<file path="src/rtl/pwr_msg_decoder.sv">
module pwr_msg_decoder #(
  parameter int N_PP  = 21,
  parameter int N_RC  = 6,
  parameter int N_REF = 1,
  localparam int N_RES = N_PP + N_RC + N_REF,
  localparam int IDX_W = $clog2(N_RES + 1)
) (
  input  logic             clk,
  input  logic             rst_n,
  input  logic             msg_valid,
  input  logic [15:0]      msg,
  input  logic             cfg_we,
  input  logic [IDX_W-1:0] cfg_idx,
  input  logic [2:0]       cfg_pgrp,
  input  logic [2:0]       cfg_type,
  input  logic [1:0]       cfg_type2,
  input  logic [3:0]       cfg_remap_off,
  input  logic [3:0]       cfg_remap_sleep,
  input  logic [IDX_W-1:0] rd_idx,
  output logic [3:0]       rd_state
);

  logic [3:0] states [1:N_RES];

  wire [2:0] m_pgrp  = msg[15:13];
  wire       m_bcast = msg[12];
  wire [2:0] m_rgrp  = msg[11:9];
  wire [1:0] m_type2 = msg[8:7];
  wire [2:0] m_type  = msg[6:4];
  wire [7:0] m_id    = msg[11:4];
  wire [3:0] m_state = msg[3:0];

  for (genvar i = 1; i <= N_RES; i++) begin : g_res
    localparam logic [2:0] RGRP = (i <= N_PP) ? 3'd1 : ((i <= N_PP + N_RC) ? 3'd2 : 3'd4);
    logic [2:0] pgrp, rtype;
    logic [1:0] rtype2;
    logic [3:0] roff, rslp, st;

    wire hit_b = m_bcast && |(m_rgrp & RGRP) && (m_type2 == rtype2) &&
                 (m_type == 3'd7 || m_type == rtype);
    wire hit_s = !m_bcast && (m_id == 8'(i));
    wire apply = msg_valid && |(m_pgrp & pgrp) && (hit_b || hit_s);
    wire [3:0] nxt = (m_state == 4'h0) ? roff :
                     (m_state == 4'h8) ? rslp : m_state;

    always_ff @(posedge clk) begin
      if (!rst_n) begin
        pgrp <= '0; rtype <= '0; rtype2 <= '0;
        roff <= 4'h0; rslp <= 4'h8; st <= 4'h0;
      end else begin
        if (cfg_we && cfg_idx == IDX_W'(i)) begin
          pgrp <= cfg_pgrp; rtype <= cfg_type; rtype2 <= cfg_type2;
          roff <= cfg_remap_off; rslp <= cfg_remap_sleep;
        end
        if (apply) st <= nxt;
      end
    end

    assign states[i] = st;
  end

  assign rd_state = (rd_idx != '0 && rd_idx <= IDX_W'(N_RES)) ? states[rd_idx] : 4'h0;

endmodule


</file>
<file path="config.mk">
export PLATFORM = sky130hd
export DESIGN_NAME = pwr_msg_decoder
export DESIGN_NICKNAME = d
export VERILOG_FILES = /design/src/rtl/pwr_msg_decoder.sv
export SDC_FILE = /design/constraint.sdc
export NUM_CORES = 1
export LEC_CHECK = 0
export BUFFER_PORTS_ARGS = -buffer_cell sky130_fd_sc_hd__clkbuf_2
export CAP_MARGIN = 20
export CORE_UTILIZATION = 55
export CTS_BUF_LIST = sky130_fd_sc_hd__clkbuf_4 sky130_fd_sc_hd__clkbuf_8
export DETAILED_ROUTE_END_ITERATION = 6
export PLACE_DENSITY = 0.76
export SLEW_MARGIN = 10
export SYNTH_ARGS = -nofsm -noshare
export SYNTH_HDL_FRONTEND = slang
export SYNTH_SLANG_ARGS = --single-unit
</file>
<file path="constraint.sdc">
create_clock -name clk -period 3.45 [get_ports clk]
set_clock_uncertainty 0.2 [all_clocks]
set_input_delay 0.69 -clock clk [delete_from_list [all_inputs] [get_ports clk]]
set_output_delay 0.69 -clock clk [all_outputs]
set_load 0.005 [all_outputs]
</file>
==> summary.md <==
| Metric | Value |
|---|---|
| IO buf count | `49` |
| Logic pwr share | `7.8%` |
| Fillers | `4,039` |
| Max-cap violations | `0` |
| CTS tree | `done` |
| Reg area | `11,200 sq um` |
| Clock Path Buffers | `3` |
| Final hold vios | `0` |
| Syn nets | `3,375` |
| Total gr overflow | `0` |
| Clk pwr share | `44.3%` |
| Post-Synth XOR/XNOR Area | `2.64%` |
| Top_reg_cell synth | `dfxtp_1` |
| Final min period | `3.36 ns` |
| Worst-Margin Slew | `1.10 ns` |
| HPWL after DPL | `56,100 um` |
| Initial DRC count | `3,046` |
| Post-Synth Adder-Cell Area | `0%` |
| Antenna viol nets, final | `0` |
| Clk_lat worst skew | `0.68 ns` |
| Final Max Slew Viols | `0` |
| # hold bufs at CTS | `0` |
| Largest net degree at the start of global routing | `177` |
| Setup TNS | `0 ns` |
| Ys async rst share | `0%` |
| Multi-input gate area | `14,200 sq um` |
| Worst vdd ir | `308 uV` |
| Placed cell areas | `27,800 sq um` |
| RSZ-0062 raised after global routing | `no` |
| Core area | `47,900 sq um` |
| First-pass GRT wire length | `133,000 um` |
| Design area | `29,700 sq um` |
| Post-Route WL | `87,200 um` |
| Resized cells post-CTS | `0` |
| Synth Register Bits | `560` |
| Die Y | `223 um` |
| Die area | `49,800 sq um` |
| Drt wl/cell | `21.9 um` |
| Outcome | `finished with violations` |
| Switching power | `3.53 mW` |
| Rows | `80` |
| Overall Power | `13.7 mW` |
| Multiplexer share of the synthesized area | `13.4%` |
| Max Freq | `0.298 GHz` |
| Nets@finish | `3,348` |
| Total CTS buffers | `92` |
| Worst Setup End Kind | `output port` |
| Number of H-tree branching levels | `3` |
| Max_slew headroom | `26.8%` |
| Detailed-route via count | `25,100` |
| Worst Hold Class | `in2reg` |
| GP Congestion | `0.938` |
| Layout cells sized above 1 | `12.1%` |
| Layout area overhead | `10.5%` |
| Post-layout util | `62.0%` |
| WS Path Type | `in2out` |
| Post-synth cell types | `74` |
| Pwr Density | `460 nW/um^2` |
| Post-synthesis compound-gate area fraction | `17.0%` |
| Number of enable flip-flop cells after synthesis | `0` |
| Static leakage | `10.2 nW` |
| Syn Std Cell Area | `26,900 sq um` |
| Final period utilization | `97.3%` |
| Cells after Synth | `3,329` |
| Worst-path fanout max | `30` |
| # setup viols final | `0` |
| Part of the power in registers | `47.8%` |
| Initial Util | `56.1%` |
| Switch share | `25.9%` |
| Drt first pass iters | `7` |
| Clk sinks | `560` |
| Clk Tree Root Cell | `clkbuf_8` |
| Internal | `10.1 mW` |
| Sequential share of the synthesized area | `41.7%` |
| R2R Setup Slk | `1.10 ns` |
| CP arrival | `2.47 ns` |
| Initial antenna violation count | `2` |
| Largest family of logic cells by synthesized area | `simple AND/OR/NAND/NOR gates` |
| Io pins | `50` |
| Gr usage total | `34.4%` |
| Vias in the first global route | `23,500` |
| Syn. warnings | `0` |
| Startpoint types | `input port` |
| CP required | `2.56 ns` |
| Failing checks | `DRC` |
| Synth Area in Simple Gates | `19.7%` |
| DR DRC count | `1` |
| Most frequent cells in the layout | `733 x nand2_1, 560 x dfxtp_1, 393 x a21oi_1` |
| Clk slew on worst S/H paths | `0.06 ns` |
| Most common cell after layout, fill and taps aside | `nand2_1` |
| Setup bufs post-CTS | `0` |
| Syn_area_per_cell | `8.08 sq um` |
| Die W | `223 um` |
| Vias per cell | `6.30` |
==> registers in the layout, summed over array words and instances (netlist names) <==
register      count
g_res.rtype      84
g_res.rslp      112
g_res.st        112
g_res.pgrp       84
g_res.roff      112
g_res.rtype2     56
==> path summary, 6_finish.rpt <==
path | to | cells past startpoint | from
setup / recovery | rd_state[1] | 8 | rd_idx[0]
hold / removal | g_res[23].roff[3]$_SDFFE_PN0P_ | 3 | rst_n
setup reg to reg | g_res[22].st[1]$_SDFFE_PN0P_ | 5 | g_res[22].rtype[1]$_SDFFE_PN0P_
hold reg to reg | g_res[18].roff[2]$_SDFFE_PN0P_ | 2 | g_res[18].roff[2]$_SDFFE_PN0P_
==> synthesized netlist by cell type (all sizes together) (3+ instances only) <==
cell,count,share of area (%)
a31o,3,0.098
a221oi,21,0.68
nand2,733,10
or2,5,0.12
a32oi,5,0.16
xnor2,16,0.52
o21ai,82,1.5
a211o,19,0.65
a2111oi,9,0.40
a222oi,28,1.0
nand2b,25,0.58
a31oi,29,0.70
or4,5,0.15
inv,84,1.2
mux4,28,2.3
mux2,7,0.29
xor2,65,2.1
a311oi,4,0.13
o211ai,5,0.14
clkbuf,212,3.0
o21bai,7,0.20
and2,9,0.21
o41ai,3,0.18
nand3,43,0.80
nor3,66,1.3
o22ai,21,0.49
a21oi,394,7.3
dfxtp,560,42
o221ai,44,1.4
o31ai,12,0.39
nand4,9,0.21
or3b,3,0.098
buf,72,1.3
mux2i,289,11
nor4,12,0.30
a211oi,10,0.28
nor2,275,3.8
or3,63,1.5
a21o,10,0.28
a22oi,3,0.084
a22o,6,0.20
a2111o,9,0.38
nor2b,9,0.24
==> metal layers <==
| metal | up-vias | global-route usage, % | routed length [um] | part of all wire, % |
|---|---|---|---|---|
| met5 | - | 0 | 13 | 0.015 |
| met4 | 2 | 19.0 | 4510 | 5.2 |
| met3 | 266 | 5.60 | 8700 | 10 |
| met2 | 1428 | 54.5 | 39700 | 45 |
| met1 | 12000 | 44.7 | 34300 | 39 |
| li1 | 11500 | - | - | - |
==> area by class of cell <==
type	count	area share [%]
multi-input combinational	2400	47.9
sequential	560	37.7
tap	615	2.59
inverter	85	1.10
timing repair buffer	163	4.19
clock inverter	19	0.375
clock buffer	146	6.11
antenna	1	0.00842
==> critical path, stage by stage <==
cell and delay, ns:
clkbuf_2 0.11, buf_12 0.22, mux2_2 0.37, a22o_1 0.19, mux4_2 0.46, nor2_1 0.16, a21oi_1 0.09, clkbuf_2 0.13
==> cell families (layout without fill, tap and decap cells) <==
kind of cell | after synthesis | after routing
multiplexers | 324 | 324
XOR/XNOR | 81 | 81
flip-flops | 560 | 560
other | 0 | 1
AO/OA/AOI/OAI | 731 | 731
AND/OR/NAND/NOR | 1264 | 1264
buffers and inverters | 369 | 413
==> stage by stage <==
stage	instances	hold WS, ns	setup WS (ns)
finish	3989	0.248	0.0936
detailed placement	3823	0.246	0.108
global placement	3823	0.238	0.143
global route	3989	0.262	0.0138
floorplan	3329	0.231	0.237
CTS	3988	0.215	0.111
==> power by group through the flow <==
stage               combinational, mW  sequential, mW  clock [mW]
floorplan                       0.654            6.67           0
global placement                 1.01            6.67           0
detailed placement               1.03            6.67           0
CTS                              1.03            6.53        6.09
global route                     1.11            6.53        6.39
finish                           1.07            6.53        6.06
Note: power is estimated with default switching activity, not from simulation.
